--- src/rtl/dpwm_pkg.sv ---
package dpwm_pkg;

    localparam int REG_W        = 32;
    localparam int FIELD_STRIDE = 15;
    localparam int CFG_W        = 7;
    localparam int READY_BASE   = 28;
    localparam int CNT_W        = 16;
    localparam int DIV_W        = 17;

    localparam logic [3:0] CODE_BYPASS = 4'hF;

    // Channel field as laid out in the control word (gate is the top bit).
    typedef struct packed {
        logic       gate;
        logic       act;
        logic       en;
        logic [3:0] code;
    } ch_cfg_t;

    typedef enum logic [1:0] {
        CH_OFF  = 2'd0,
        CH_HOLD = 2'd1,
        CH_RUN  = 2'd2
    } ch_state_t;

    // Clocks per count for each divider code; 0 marks an unused code.
    function automatic logic [DIV_W-1:0] code_ratio(input logic [3:0] code);
        logic [DIV_W-1:0] r;
        case (code)
            4'd0:        r = DIV_W'(120);
            4'd1:        r = DIV_W'(180);
            4'd2:        r = DIV_W'(240);
            4'd3:        r = DIV_W'(360);
            4'd4:        r = DIV_W'(480);
            4'd8:        r = DIV_W'(12000);
            4'd9:        r = DIV_W'(24000);
            4'd10:       r = DIV_W'(36000);
            4'd11:       r = DIV_W'(48000);
            4'd12:       r = DIV_W'(72000);
            CODE_BYPASS: r = DIV_W'(1);
            default:     r = '0;
        endcase
        return r;
    endfunction

endpackage

--- src/rtl/dpwm_regs.sv ---
module dpwm_regs
    import dpwm_pkg::*;
#(
    parameter int NCH = 2,
    parameter int AW  = 2
) (
    input  logic                        clk,
    input  logic                        rst_n,
    input  logic                        bus_en,
    input  logic                        bus_we,
    input  logic [AW-1:0]               bus_addr,
    input  logic [REG_W-1:0]            bus_wdata,
    output logic [REG_W-1:0]            bus_rdata,
    input  logic [NCH-1:0]              wrap,
    output ch_cfg_t [NCH-1:0]           cfg_q,
    output logic [NCH-1:0][REG_W-1:0]   shadow_q,
    output logic [NCH-1:0][REG_W-1:0]   timing_q,
    output logic [NCH-1:0]              pend_q
);

    logic            wr_ctrl;
    logic [NCH-1:0]  wr_tim;
    logic            rd_strobe;

    always_comb begin
        wr_ctrl   = bus_en && bus_we && (bus_addr == '0);
        rd_strobe = bus_en && !bus_we;
        for (int i = 0; i < NCH; i++) begin
            wr_tim[i] = bus_en && bus_we && (bus_addr == AW'(i + 1));
        end
    end

    always_ff @(posedge clk) begin
        if (!rst_n) begin
            cfg_q    <= '0;
            shadow_q <= '0;
            timing_q <= '0;
            pend_q   <= '0;
        end else begin
            if (wr_ctrl) begin
                for (int i = 0; i < NCH; i++) begin
                    cfg_q[i] <= ch_cfg_t'(bus_wdata[i*FIELD_STRIDE +: CFG_W]);
                end
            end
            for (int i = 0; i < NCH; i++) begin
                if (wr_tim[i] && !pend_q[i]) begin
                    shadow_q[i] <= bus_wdata;
                    if (cfg_q[i].en) begin
                        pend_q[i] <= 1'b1;
                    end else begin
                        timing_q[i] <= bus_wdata;
                    end
                end else if (pend_q[i] && (wrap[i] || !cfg_q[i].en)) begin
                    timing_q[i] <= shadow_q[i];
                    pend_q[i]   <= 1'b0;
                end
            end
        end
    end

    always_comb begin
        bus_rdata = '0;
        if (rd_strobe) begin
            if (bus_addr == '0) begin
                for (int i = 0; i < NCH; i++) begin
                    bus_rdata[i*FIELD_STRIDE +: CFG_W] = cfg_q[i];
                    bus_rdata[READY_BASE + i]          = pend_q[i];
                end
            end else begin
                for (int i = 0; i < NCH; i++) begin
                    if (bus_addr == AW'(i + 1)) begin
                        bus_rdata = shadow_q[i];
                    end
                end
            end
        end
    end

endmodule

--- src/rtl/dpwm_prescaler.sv ---
module dpwm_prescaler
    import dpwm_pkg::*;
(
    input  logic       clk,
    input  logic       rst_n,
    input  logic [3:0] code,
    input  logic       clear,
    input  logic       advance,
    output logic       code_ok,
    output logic       tick
);

    logic [DIV_W-1:0] ratio;
    logic [DIV_W-1:0] div_cnt;

    always_comb begin
        ratio   = code_ratio(code);
        code_ok = (ratio != '0);
        // >= keeps a shrinking ratio from running the counter past its end
        tick    = advance && code_ok && (div_cnt >= ratio - DIV_W'(1));
    end

    always_ff @(posedge clk) begin
        if (!rst_n || clear) begin
            div_cnt <= '0;
        end else if (advance) begin
            div_cnt <= tick ? '0 : div_cnt + DIV_W'(1);
        end
    end

endmodule

--- src/rtl/dpwm_channel.sv ---
module dpwm_channel
    import dpwm_pkg::*;
#(
    parameter int CW = CNT_W
) (
    input  logic          clk,
    input  logic          rst_n,
    input  logic          en,
    input  logic          act,
    input  logic          gate,
    input  logic          code_ok,
    input  logic          tick,
    input  logic [CW-1:0] period,
    input  logic [CW-1:0] duty,
    output ch_state_t     state,
    output logic          advance,
    output logic          clear,
    output logic          wrap,
    output logic [CW-1:0] cnt,
    output logic          pwm_out
);

    ch_state_t state_q;
    ch_state_t state_d;
    logic      can_run;
    logic      level;

    assign can_run = gate && code_ok;

    always_ff @(posedge clk) begin
        if (!rst_n) begin
            state_q <= CH_OFF;
        end else begin
            state_q <= state_d;
        end
    end

    always_comb begin
        state_d = state_q;
        unique case (state_q)
            CH_OFF: begin
                if (en) begin
                    state_d = can_run ? CH_RUN : CH_HOLD;   // T_START / T_ARM
                end
            end
            CH_HOLD: begin
                if (!en) begin
                    state_d = CH_OFF;                        // T_STOP
                end else if (can_run) begin
                    state_d = CH_RUN;                        // T_RESUME
                end
            end
            CH_RUN: begin
                if (!en) begin
                    state_d = CH_OFF;                        // T_STOP
                end else if (!can_run) begin
                    state_d = CH_HOLD;                       // T_STALL
                end
            end
            default: state_d = CH_OFF;
        endcase
    end

    always_ff @(posedge clk) begin
        if (!rst_n || state_q == CH_OFF) begin
            cnt <= '0;
        end else if (tick) begin
            cnt <= (cnt >= period) ? '0 : cnt + CW'(1);
        end
    end

    always_comb begin
        state   = state_q;
        advance = (state_q == CH_RUN);
        clear   = (state_q == CH_OFF);
        wrap    = tick && (cnt >= period);
        level   = (state_q != CH_OFF) && (cnt < duty);
        pwm_out = act ? level : !level;
    end

endmodule

--- src/rtl/dual_pwm_unit.sv ---
module dual_pwm_unit
    import dpwm_pkg::*;
#(
    parameter int NCH = 2,
    parameter int AW  = 2
) (
    input  logic             clk,
    input  logic             rst_n,
    input  logic             bus_en,
    input  logic             bus_we,
    input  logic [AW-1:0]    bus_addr,
    input  logic [31:0]      bus_wdata,
    output logic [31:0]      bus_rdata,
    output logic [NCH-1:0]   pwm_out
);

    ch_cfg_t   [NCH-1:0]            cfg;
    logic      [NCH-1:0][REG_W-1:0] shadow;
    logic      [NCH-1:0][REG_W-1:0] timing;
    logic      [NCH-1:0]            pend;
    logic      [NCH-1:0]            wrap;
    logic      [NCH-1:0]            ch_en;
    logic      [NCH-1:0]            ch_act;
    logic      [NCH-1:0]            ch_gate;
    logic      [NCH-1:0][CNT_W-1:0] ch_period;
    logic      [NCH-1:0][CNT_W-1:0] ch_duty;
    logic      [NCH-1:0][CNT_W-1:0] cnt;
    ch_state_t [NCH-1:0]            state;

    dpwm_regs #(.NCH(NCH), .AW(AW)) u_regs (
        .clk       (clk),
        .rst_n     (rst_n),
        .bus_en    (bus_en),
        .bus_we    (bus_we),
        .bus_addr  (bus_addr),
        .bus_wdata (bus_wdata),
        .bus_rdata (bus_rdata),
        .wrap      (wrap),
        .cfg_q     (cfg),
        .shadow_q  (shadow),
        .timing_q  (timing),
        .pend_q    (pend)
    );

    for (genvar g = 0; g < NCH; g++) begin : g_ch
        logic tick;
        logic code_ok;
        logic advance;
        logic clear;

        assign ch_en[g]     = cfg[g].en;
        assign ch_act[g]    = cfg[g].act;
        assign ch_gate[g]   = cfg[g].gate;
        assign ch_period[g] = timing[g][REG_W-1:CNT_W];
        assign ch_duty[g]   = timing[g][CNT_W-1:0];

        dpwm_prescaler u_psc (
            .clk     (clk),
            .rst_n   (rst_n),
            .code    (cfg[g].code),
            .clear   (clear),
            .advance (advance),
            .code_ok (code_ok),
            .tick    (tick)
        );

        dpwm_channel #(.CW(CNT_W)) u_ch (
            .clk     (clk),
            .rst_n   (rst_n),
            .en      (ch_en[g]),
            .act     (ch_act[g]),
            .gate    (ch_gate[g]),
            .code_ok (code_ok),
            .tick    (tick),
            .period  (ch_period[g]),
            .duty    (ch_duty[g]),
            .state   (state[g]),
            .advance (advance),
            .clear   (clear),
            .wrap    (wrap[g]),
            .cnt     (cnt[g]),
            .pwm_out (pwm_out[g])
        );
    end

endmodule

--- config.mk ---
export PLATFORM = sky130hd
export DESIGN_NAME = dual_pwm_unit
export DESIGN_NICKNAME = d
export VERILOG_FILES = /design/src/rtl/dpwm_pkg.sv /design/src/rtl/dpwm_regs.sv /design/src/rtl/dpwm_prescaler.sv /design/src/rtl/dpwm_channel.sv /design/src/rtl/dual_pwm_unit.sv
export SDC_FILE = /design/constraint.sdc
export NUM_CORES = 1
export LEC_CHECK = 0
export ABC_AREA = 1
export ABC_CLOCK_PERIOD_IN_PS = 4400
export BUFFER_PORTS_ARGS = -buffer_cell sky130_fd_sc_hd__buf_2
export CORE_UTILIZATION = 40
export CTS_CLUSTER_DIAMETER = 50
export DETAILED_ROUTE_END_ITERATION = 10
export GPL_TIMING_DRIVEN = 0
export HOLD_SLACK_MARGIN = 0.03
export PLACE_DENSITY = 0.67
export SETUP_SLACK_MARGIN = 0.05
export SLEW_MARGIN = 10
export SYNTH_ARGS = -nofsm -noshare
export SYNTH_HDL_FRONTEND = slang
export SYNTH_HIERARCHICAL = 1
export SYNTH_SLANG_ARGS = --single-unit
--- constraint.sdc ---
create_clock -name clk -period 4.4 [get_ports clk]
set_input_delay 0.44 -clock clk [delete_from_list [all_inputs] [get_ports clk]]
set_output_delay 0.44 -clock clk [all_outputs]
set_load 0.01 [all_outputs]
; ---- Word level (Yosys, flattened, before mapping)
; Memory sizes are Yosys's and may differ from the RTL's. A register that Yosys moved wholly into a read port is not among the register bits.
; Index checks and enable logic that the tools add are counted.
[word_totals]
ff_bits = 214
romBits = 512
input_bits = 38
word_cells = 141
n_memories = 2
[mem_list]
columns = memory, words, word_bits, read_ports, rd_clocked_by_memory_dff, wr, line_no
row1 = (name not given), 16, 16, 1, 1, 0, dpwm_pkg.sv:29  ; case (code)
row2 = (name not given), 16, 16, 1, 1, 0, dpwm_pkg.sv:29
[op_classes]
addsub = 6
order_cmp = 6
n_eq_ne = 16
mux = 45
reduce_logical = 46
[op_table]
columns = operator, count
row1 = 32-bit 2-to-1 mux, 9
row2 = 17-bit by 1-bit adder with 17-bit output (second input constant), 2
row3 = 17-bit >= comparator, 2
row4 = 17-bit 2-to-1 mux, 2
row5 = 17-bit nonzero test, 2
row6 = 17-bit by 1-bit subtractor with 17-bit output (second input constant), 2
row7 = 16-bit by 1-bit adder with 16-bit output (second input constant), 2
row8 = 16-bit >= comparator, 2
row9 = 16-bit less-than comparator, 2
row10 = 16-bit 2-to-1 mux, 2
row11 = 2-bit 2-to-1 mux, 14
row12 = 1-bit logical AND, 19
row13 = 4-bit 2-to-1 mux, 4
row14 = 7-bit 2-to-1 mux, 2
row15 = 2-bit case mux with 3 select lines, 2
row16 = 1-bit logical NOT, 8
row17 = 1-bit 2-to-1 mux, 8
row18 = 8-bit 2-to-1 mux, 1
row19 = 2-bit by 1-bit inequality test with 1-bit output (second input constant), 4
row20 = 2-bit AND reduction, 4
row21 = 2-bit nonzero test, 4
row22 = 2-bit by 1-bit equality test with 1-bit output (second input constant), 3
row23 = 2-bit equality test (second input constant), 3
row24 = 2-bit logical NOT, 3
row25 = other kinds (6), 13

; ---- Depth between registers and ports, before layout
; Gate-level depths: netlist of run 1.
[depth]
ltp_word = 8
ltp_mapped = 28

; ---- Hierarchy
; Netlist of run 1, hierarchy kept.
[by_module_without_submodules]
columns = module, n_inst, cells_per_inst, area_each_um2, seq_area_each_um2
row1 = dpwm_regs, 1, 936, 6404.9, 2882.8
row2 = dpwm_channel, 2, 240, 1687.9, 360.3
row3 = dpwm_prescaler, 2, 243, 1664.1, 340.3

; ---- Worst setup path after synthesis of run 1
; No wires, ideal clock.
[synth_timing]
kind = reg-to-reg
start = register u_regs/cfg_q[7] (netlist name)
end = register u_regs/timing_q[34] in the netlist's numbering
setup_time_ns = 0.112
arrival_ns = 3.454
slack_ns = 0.834
path_stages_with_launch = 27
n_path_buf = 2
synth_period_minus_slack_ns = 3.566
path_cell_list = dfxtp_1 -> inv_1 -> ha_1 -> inv_1 -> nand2_1 -> nand3_2 -> nand2_2 -> inv_2 -> nand2_1 -> inv_1 -> a21oi_1 -> ha_1 -> a21o_1 -> o21ai_0 -> nand2_1 -> nor2_1 -> nand2_1 -> nand2_4 -> inv_1 -> buf_4 -> nand2_2 -> inv_1 -> o21ai_1 -> clkbuf_1 -> nand3b_1 -> nand2_1 -> nor2_1
[synth_rtl]
columns = item, line_no
row1 = "end signal, assigned by index", dpwm_regs.sv:51  ; timing_q[i] <= bus_wdata;
row2 = "end signal, assigned by index", dpwm_regs.sv:54  ; timing_q[i] <= shadow_q[i];
row3 = "end, declared", dpwm_regs.sv:17  ; output logic [NCH-1:0][REG_W-1:0] timing_q,

==> results.md, run 1 <==
* Run status: finished, final reports clean
* Final WS setup at 377 ps
* Postcts setup bufs at 0
* Post-DP HPWL at 28.2 mm
* Cell count of the worst reg-to-reg path at 27
* Post-DR vias/cell at 5.04
* Number of CTS-inserted buffers at 30
* Critical path class: reg2reg
* Startpoint Class: flip-flop
* Reg clk slew, reported paths at roughly 60 ps
* Leading cell type in the layout, fill and taps excluded: nand2_1
* Antenna Cells at 0
* Worst setup path endpoint: u_regs/timing_q[19]
* Vias at 12400
* Synthesized instance count at 1902
* CP required at about 4900 ps
* Initial core utilization at 41.1%
* Core area at 0.0319 mm^2
* GRT Util Overall at approximately 22%
* DRT iter0 DRCs at approximately 750
* Worst-path fanout max at 10
* Vias in the first global route at 11700
* Ratio of cells with drive above 1 in the final layout at 13.4%
* Leakage at 7.13 nW
* Fin nets at about 2200
* FF-to-FF End: u_regs/timing_q[19]
* Slowest stage delay, CP at 380 ps
* CTS sink count at approximately 210
* Die Wd at around 180 um
* Gr ovfl total at 0
* Rows at between 60 and 70
* FF/Latch Area at 0.00429 mm^2
* Max Slew Vio Count at 0
* DRT Pass-1 Iters at 7
* Dpl cells at 2408
* Min Hold Slack at 202 ps
* Setup slack at placement at 4.84 ps
* Die height at about 180 um
* Multi-input gate area at roughly 0.0077 mm^2
* Flops & latches, synth at 214
* Syn_nets at 2052
* Avg Cell Area, Syn at between 6 and 7 um^2
* Clock Root Buffer: clkbuf_16
* Max Cap Viol at 0
* Commonest non-fill, non-tap cells in the layout: nand2_1 (480), nor2_1 (266), dfxtp_1 (210)
* Peak supply drop at 0.000283 V
* Yosys warning count at 6
* CTS tree: yes
* Power per cell area at about 320 mW/mm^2
* Final number of hold-violating endpoints at 0
* Initial antenna violation count at 2
* Non-Filler Instances at between 2000 and 2500
* Fill cells at 3304
* Cell Area, Synth at 0.0131 mm^2
* Skew final at between 9 and 10 ps
* Avg WL per Cell at 14.8 um
* Crit share post-route at between 90% and 100%
* Beginning of the critical path: u_regs/cfg_q[1]
* Total die area at 0.0335 mm^2
* RSZ-0062 raised after global routing: false
* H-Tree Depth at 1
* Area grow syn2layout at 14.7%
* Worst Path Arrival at 4510 ps
* Final RePlAce weighted congestion at 0.924
* Sequential area share after synthesis at approximately 33%
* I/O pins at approximately 70
* Main synth FF type: dfxtp_1
* R2R setup slack at roughly 380 ps
* Post-synth EDFFs at 0
* Setup_tns at 0 ps
* Skew-Pair Late Insertion Delay at 550 ps
* CP Capture Type: flip-flop
* Final wirelength at 36.3 mm
* FMAX at around 250 MHz
* Final Setup Violations at 0
* DRT antenna net count at 0
* Ys async rst share at 0%
* Final min period at 4020 ps
* Max Root-Sink Buffers at 3
* Worst Hold Class: in2reg
* Crit-path slowest cell: dfxtp_2
* Largest net degree at the start of global routing at 15
* First-pass GRT wire length at 58.6 mm
* DRC viols at 0
* Hold buffer count at cts at 0
* # port buffers at 71
* Slew margin rel. at around 44%
* Worst Tran Pin Value at approximately 840 ps
* Library cells used by synthesis at 39
* Reg2reg start: u_regs/cfg_q[1]
## layer usage
| metal | vias to the layer above | wire length [um] | track usage, % |
|---|---|---|---|
| met5 | - | 18 | 0 |
| met4 | 4 | 722 | 5.13 |
| met3 | 50 | 2170 | 3.65 |
| met2 | 316 | 16100 | 35.2 |
| met1 | 5723 | 17300 | 29.7 |
| li1 | 6315 | - | - |
## registers in the layout (all words and copies together), names as in the netlist
| signal | flops |
|---|---|
| u_regs/shadow_q | 64 |
| u_regs/cfg_q | 14 |
| g_ch.u_ch/cnt | 32 |
| u_regs/timing_q | 64 |
| g_ch.u_ch/state | 4 |
| g_ch.u_psc/div_cnt | 34 |
| u_regs/pend_q | 2 |
## metrics by stage
stage / utilization (%) / total power, W / area [um^2]
2_1_floorplan: - / 0.00231 / 13100
3_3_place_gp: 43.9 / 0.00242 / 14000
3_5_place_dp: 43.9 / 0.00243 / 14000
4_1_cts: 47.1 / 0.00480 / 15000
5_1_grt: 47.2 / 0.00494 / 15000
6_report: 47.2 / 0.00476 / 15000
## worst max-delay path, delay by kind of cell (launching register included)
kind	cells	cell delay (ps)
AOI/OAI and AO/OA	4	750
buffers and inverters	9	1060
adders and majority gates	2	570
DFF	1	380
and+or+nand+nor	12	1210
## timing repair
item	4_1_cts	5_1_grt
gates resized for setup	2	24
setup endpoints to repair	34	63
cloned	0	0
pin swaps	0	1
## how the worst min path moves through the flow
stage	endpoint	from	slack, ps	depth (start not counted)
6_report	u_regs/shadow_q[31]	bus_wdata[31]	200	3
5_1_grt	u_regs/shadow_q[31]	bus_wdata[31]	200	3
4_1_cts	u_regs/shadow_q[31]	bus_wdata[31]	190	3
3_5_place_dp	u_regs/shadow_q[40]	u_regs/shadow_q[40]	480	2
3_3_place_gp	u_regs/shadow_q[15]	u_regs/shadow_q[15]	470	2
2_1_floorplan	g_ch[0].u_ch/state[1]	u_regs/cfg_q[6]	450	2
## cells in the mapped netlist, drive strengths merged (5+ instances only)
library cell  count  share of area [%]
nand4            24                1.2
inv             198                5.7
xor2             40                2.7
ha              112                 11
o21a              6               0.34
nor2            305                9.7
nand2           500                 15
nand3b           66                3.8
nand3           130                5.4
dfxtp           214                 33
nor3             20               0.92
a31oi             8               0.38
o211ai            5               0.29
a21oi           139                5.4
xnor2            14               0.94
clkbuf           34               0.97
buf              38                1.8
o21ai            30                1.2
## final cells by class
class                   instances  share of cell area [%]
clock inverters                13                   0.799
multi-input cells            1416                    51.4
repair buffers                 71                    2.36
clock buffers                  42                    5.77
flip-flops and latches        214                    28.5
plain buffers                  72                    2.52
well taps                     435                    3.62
inverters                     200                    4.99
## where the power goes
group          internal (W)  total [W]  switching [W]
Combinational      0.000135   0.000394       0.000260
Sequential          0.00198    0.00200      0.0000245
Clock               0.00144    0.00237       0.000929
## logic make-up (layout without fill, tap and decap cells)
group / count (synthesis) / after routing / share of synthesized area [%]
xor+xnor: 54 / 54 / 3.61
mux: 2 / 2 / 0.153
compound gates: 198 / 198 / 8.14
flops: 214 / 214 / 32.7
simple gates: 1050 / 1050 / 36.2
buf+inv: 272 / 398 / 8.49
fa+ha+maj: 112 / 112 / 10.7
No activity file was read; power rests on OpenSTA's default activity.
==> inputs of run 2 (changes only) <==
BUFFER_PORTS_ARGS = unset   (was -buffer_cell sky130_fd_sc_hd__buf_2)
DONT_BUFFER_PORTS = 1   (was unset)
PLACE_DENSITY = 0.65   (was 0.67)
==> results.md, run 2 (synthesis gave the netlist of run 1 again) <==
* Max Slew Vio Count at 0 (unchanged)
* Setup_tns at 0 ps (unchanged)
* Vias in the first global route at 11400 (-1.9%)
* First-pass GRT wire length at 58.2 mm (-0.68%)
* Number of CTS-inserted buffers at 29 (-3.3%)
* Total die area at 0.0335 mm^2 (unchanged)
* DRT iter0 DRCs at 797 (+5.7%)
* Regs by FF count: u_regs/shadow_q: 64 flops, u_regs/timing_q: 64 flops, g_ch.u_psc/div_cnt: 34 flops
* DRC viols at 0 (unchanged)
* Post-DP HPWL at 28.3 mm (+0.59%)
* RSZ-0062 raised after global routing: false
* Fin nets at 2083 (-3.3%)
* Peak supply drop at 0.000362 V (+28%)
* Min Hold Slack at 64.4 ps (-138 ps)
* Final min period at 3990 ps (-34.3 ps)
* Vias at 12100 (-2.1%)
* Die height at 183 um (unchanged)
* Commonest non-fill, non-tap cells in the layout: nand2_1 (480), nor2_1 (266), dfxtp_1 (210)
* Final number of hold-violating endpoints at 0 (unchanged)
* Reg2reg start: u_regs/cfg_q[0]
* Reg clk slew, reported paths at 60 ps (about the same)
* Run status: finished, final reports clean
* Crit share post-route at 90.6% (-0.78 points)
* Dpl cells at 2337 (-2.9%)
* Postcts setup bufs at 0 (unchanged)
* DRT Pass-1 Iters at 5 (-2)
* I/O pins at 72 (unchanged)
* Cell count of the worst reg-to-reg path at 27 (unchanged)
* H-Tree Depth at 1 (unchanged)
* CP bufs+invs at 9 (unchanged)
* Core area at 0.0319 mm^2 (unchanged)
* Worst Tran Pin Value at 896 ps (+59.2 ps)
* CP Capture Type: flip-flop
* Most frequent CP cell: nand2_1
* Antenna Cells at 0 (unchanged)
* Area grow syn2layout at 12.3%
* Critical path class: reg2reg
* Worst-path fanout max at 10 (unchanged)
* Startpoint Class: flip-flop
* Final wirelength at 36.5 mm (+0.34%)
* Die Wd at 183 um (unchanged)
* Avg WL per Cell at 15.3 um (+3.4%)
* Final Setup Violations at 0 (unchanged)
* Slew margin rel. at 40.0% (-4.0 points)
* GRT Util Overall at 21.7% (+0.041 points)
* Max Root-Sink Buffers at 3 (unchanged)
* Crit-path slowest cell: dfxtp_2
* Leading cell type in the layout, fill and taps excluded: nand2_1
* CP required at 4880 ps (about the same)
* Post-DR vias/cell at 5.08 (+0.89%)
* Largest net degree at the start of global routing at 14 (-1)
* Initial core utilization at 41.1% (unchanged)
* Initial antenna violation count at 0 (-2)
* Power per cell area at 331 mW/mm^2 (+4.4%)
* DRT antenna net count at 0 (unchanged)
* Hold path depth at 2 (-1)
* Worst Path Arrival at 4470 ps (-40 ps)
* # port buffers at 0 (-100%)
* Skew-Pair Late Insertion Delay at 560 ps (about the same)
* Slowest stage delay, CP at 410 ps (+30 ps)
* Worst Hold Launch: rst_n
* Gr ovfl total at 0 (unchanged)
* Skew final at 27.8 ps (+18.7 ps)
* R2R setup slack at 410 ps (+30 ps)
* FMAX at 251 MHz (+0.86%)
* Final RePlAce weighted congestion at 0.905 (-2.0%)
* Rows at 65 (unchanged)
* WHS Endpoint: g_ch[0].u_ch/state[1]
* Leakage at 6.81 nW (-4.5%)
* Hold buffer count at cts at 0 (unchanged)
* FF-to-FF End: u_regs/timing_q[18]
* Delay-heaviest family, CP: simple AND/OR/NAND/NOR gates
* Worst Hold Class: in2reg
* Ratio of cells with drive above 1 in the final layout at 10.2% (-3.1 points)
* Clock Root Buffer: clkbuf_16
* Max Cap Viol at 0 (unchanged)
* Non-Filler Instances at 2390 (-3.0%)
* CTS tree: yes
* CTS sink count at 214 (unchanged)
## run 2: cell type report
cell class                 count  area (um^2)
multi-input combinational   1416         7730
inverter                     200          751
sequential                   214         4290
tap                          435          544
clock buffer                  38          810
fill                        3296        17200
clock inverter                15          221
buffer                        72          374
## run 2: how the worst max path moves through the flow
stage | slack (ps) | start | depth (start not counted) | to
floorplan | 830 | u_regs/cfg_q[7] | 26 | u_regs/timing_q[34]
global placement | 100 | u_regs/cfg_q[7] | 26 | u_regs/timing_q[57]
detailed placement | 40 | u_regs/cfg_q[7] | 26 | u_regs/timing_q[58]
CTS | 60 | u_regs/cfg_q[0] | 26 | u_regs/timing_q[7]
global route | 70 | u_regs/cfg_q[0] | 27 | u_regs/timing_q[16]
finish | 410 | u_regs/cfg_q[0] | 27 | u_regs/timing_q[18]
## run 2: stage by stage
stage	setup slack, ps	utilization, %	total power, W	area [um^2]
floorplan	834	-	0.00231	13100
global placement	97.8	42.8	0.00239	13700
detailed placement	36.3	42.8	0.00239	13700
CTS	64.1	46.1	0.00490	14700
global route	68.2	46.2	0.00504	14700
finish	412	46.2	0.00487	14700
## run 2: timing repair
item / in CTS / in global routing
endpoints found under the setup margin: 38 / 63
gates cloned: 0 / 0
gates resized for setup: 4 / 17
## run 2: routing by layer
layer | global-route usage [%] | share of wire (%) | vias up | wire length, um
li1 | - | - | 6163 | -
met1 | 28.4 | 46 | 5626 | 16700
met2 | 34.6 | 44 | 295 | 16000
met3 | 6.55 | 8.1 | 64 | 2970
met4 | 5.27 | 2.2 | 0 | 800
met5 | 0 | 0 | - | 0
## run 2: power breakdown
part | internal (W) | switching (W) | leakage (nW) | total, W
logic | 0.000121 | 0.000232 | 4.58 | 0.000353
clock network | 0.00159 | 0.000924 | 0.500 | 0.00251
registers | 0.00198 | 0.0000250 | 1.73 | 0.00200
==> inputs of run 3 (changes only) <==
CELL_PAD_IN_SITES_DETAIL_PLACEMENT = 1   (was unset)
CELL_PAD_IN_SITES_GLOBAL_PLACEMENT = 1   (was unset)
PLACE_DENSITY = 0.81   (was 0.65)
==> results.md, run 3 (synthesis gave the netlist of run 1 again) <==
* Non-Filler Instances at 2401 (+0.46%)
* Initial antenna violation count at 0 (unchanged)
* CTS sink count at 214 (unchanged)
* DRC viols at 0 (unchanged)
* Vias at 12600 (+3.8%)
* Die Wd at 183 um (unchanged)
* CP Capture Type: flip-flop
* Worst Path Arrival at 4460 ps (about the same)
* Final RePlAce weighted congestion at 0.866 (-4.3%)
* Max Root-Sink Buffers at 3 (unchanged)
* Rows at 65 (unchanged)
* Vias in the first global route at 13000 (+14%)
* Hold path depth at 2 (unchanged)
* Crit-path slowest cell: dfxtp_2
* Final wirelength at 42.3 mm (+16%)
* Power per cell area at 344 mW/mm^2 (+3.9%)
* Crit share post-route at 91.1% (+0.44 points)
* Peak supply drop at 0.000224 V (-38%)
* Commonest non-fill, non-tap cells in the layout: nand2_1 (479), nor2_1 (266), dfxtp_1 (210)
* Area grow syn2layout at 13.7%
* Hold buffer count at cts at 0 (unchanged)
* Post-DP HPWL at 32.6 mm (+15%)
* Total die area at 0.0335 mm^2 (unchanged)
* CP required at 4860 ps (-20 ps)
* Final number of hold-violating endpoints at 0 (unchanged)
* Ratio of cells with drive above 1 in the final layout at 11.0% (+0.76 points)
* RSZ-0062 raised after global routing: true
* Clock Root Buffer: clkbuf_16
* Antenna Cells at 0 (unchanged)
* DRT iter0 DRCs at 761 (-4.5%)
* Largest net degree at the start of global routing at 13 (-1)
* DRT Pass-1 Iters at 6 (+1)
* Max Cap Viol at 0 (unchanged)
* Max Slew Vio Count at 0 (unchanged)
* Dpl cells at 2337 (unchanged)
* Worst-path fanout max at 10 (unchanged)
* Fin nets at 2091 (+0.38%)
* Worst Tran Pin Value at 854 ps (-42.6 ps)
* # port buffers at 0 (unchanged)
* Initial core utilization at 41.1% (unchanged)
* I/O pins at 72 (unchanged)
* Number of CTS-inserted buffers at 34 (+17%)
* Slowest stage delay, CP at 380 ps (-30 ps)
* Most frequent CP cell: nand2_1
* DRT antenna net count at 0 (unchanged)
* H-Tree Depth at 2 (+1)
* Reg clk slew, reported paths at 60 ps (about the same)
* Cell Area, Placed at 0.0137 mm^2 (unchanged)
* Setup_tns at 0 ps (unchanged)
* Final WS setup at 392 ps (-19.2 ps)
* Gr ovfl total at 0 (unchanged)
* Die height at 183 um (unchanged)
* Final min period at 4010 ps (+19.2 ps)
* Leakage at 6.88 nW (+1.0%)
* Avg WL per Cell at 17.6 um (+15%)
* CTS tree: yes
* Leading cell type in the layout, fill and taps excluded: nand2_1
* FMAX at 250 MHz (-0.48%)
* Post-route cell area at 0.0149 mm^2 (+1.2%)
* Final Setup Violations at 0 (unchanged)
* Run status: finished, final reports clean
* Setup slack at placement at -160 ps (-196 ps)
* Slew margin rel. at 42.9% (+2.9 points)
* Worst Hold Class: in2reg
* Skew final at 34.2 ps (+6.43 ps)
* Critical path class: reg2reg
* Core area at 0.0319 mm^2 (unchanged)
* Post-DR vias/cell at 5.25 (+3.3%)
* First-pass GRT wire length at 67.5 mm (+16%)
* GRT Util Overall at 25.4% (+3.7 points)
* Startpoint Class: flip-flop
* Total power at 0.00512 W (+5.2%)
* Skew-Pair Late Insertion Delay at 530 ps (-30 ps)
* Regs by FF count: u_regs/shadow_q: 64 flops, u_regs/timing_q: 64 flops, g_ch.u_psc/div_cnt: 34 flops
* Cell count of the worst reg-to-reg path at 28 (+3.7%)
run 3: changes by cell type in the layout (fill, tap and decap cells not counted), moves of 3 or more:
cell | before | now
buf_4 | 4 | 8
clkbuf_8 | 5 | 2
clkbuf_4 | 1 | 8
clkbuf_2 | 6 | 2
clkinvlp_4 | 3 | 6
clkbuf_16 | 29 | 34
clkinv_4 | 0 | 3
buf_2 | 26 | 22
run 3: critical path, delay by kind of cell, from the launching register on:
family | cells | cell delay, ps
AND/OR/NAND/NOR | 16 | 1810
adder cells (fa/ha/maj) | 2 | 520
flip-flops | 1 | 380
AO/OA/AOI/OAI | 2 | 150
buffers and inverters | 8 | 1090
run 3: where the power goes:
group	total, W	internal (W)	switching (W)
sequential	0.00200	0.00198	0.0000255
clock	0.00275	0.00171	0.00104
combinational	0.000371	0.000123	0.000248
run 3: metal layers:
metal  wire [um]  GRT usage [%]  vias up
met2       20000           43.4      246
li1            -              -     6185
met3        3060           6.20       61
met5           0              0        -
met4         832           6.57        0
met1       18300           31.7     6112
run 3: final timing paths:
path | end | from | slack, ps
worst min-delay path | g_ch[1].u_ch/state[0] | rst_n | 90
worst max-delay path | u_regs/timing_q[17] | u_regs/cfg_q[1] | 390
worst min register to register | u_regs/shadow_q[21] | u_regs/shadow_q[21] | 490
worst max register to register | u_regs/timing_q[17] | u_regs/cfg_q[1] | 390
run 3: timing repair:
action,4_1_cts,5_1_grt
endpoints found under the hold margin,0,0
setup buffers,0,3
resized for setup,10,29
pin swaps,0,2
endpoints found under the setup margin,61,65
run 3: layout make-up:
type | count | area [um^2]
Inverter | 200 | 751
Tap cell | 435 | 544
Fill cell | 4164 | 17000
Clock buffer | 39 | 890
Buffer | 72 | 394
Clock inverter | 22 | 263
Timing Repair Buffer | 3 | 22.5
Sequential cell | 214 | 4290
Multi-Input combinational cell | 1416 | 7740
run 3: per-stage QoR:
step                utilization [%]  hold WS [ps]
floorplan                         -           449
global placement               42.8           472
detailed placement             42.8           483
CTS                            46.5          76.9
global route                   46.7          96.2
finish                         46.7          94.1
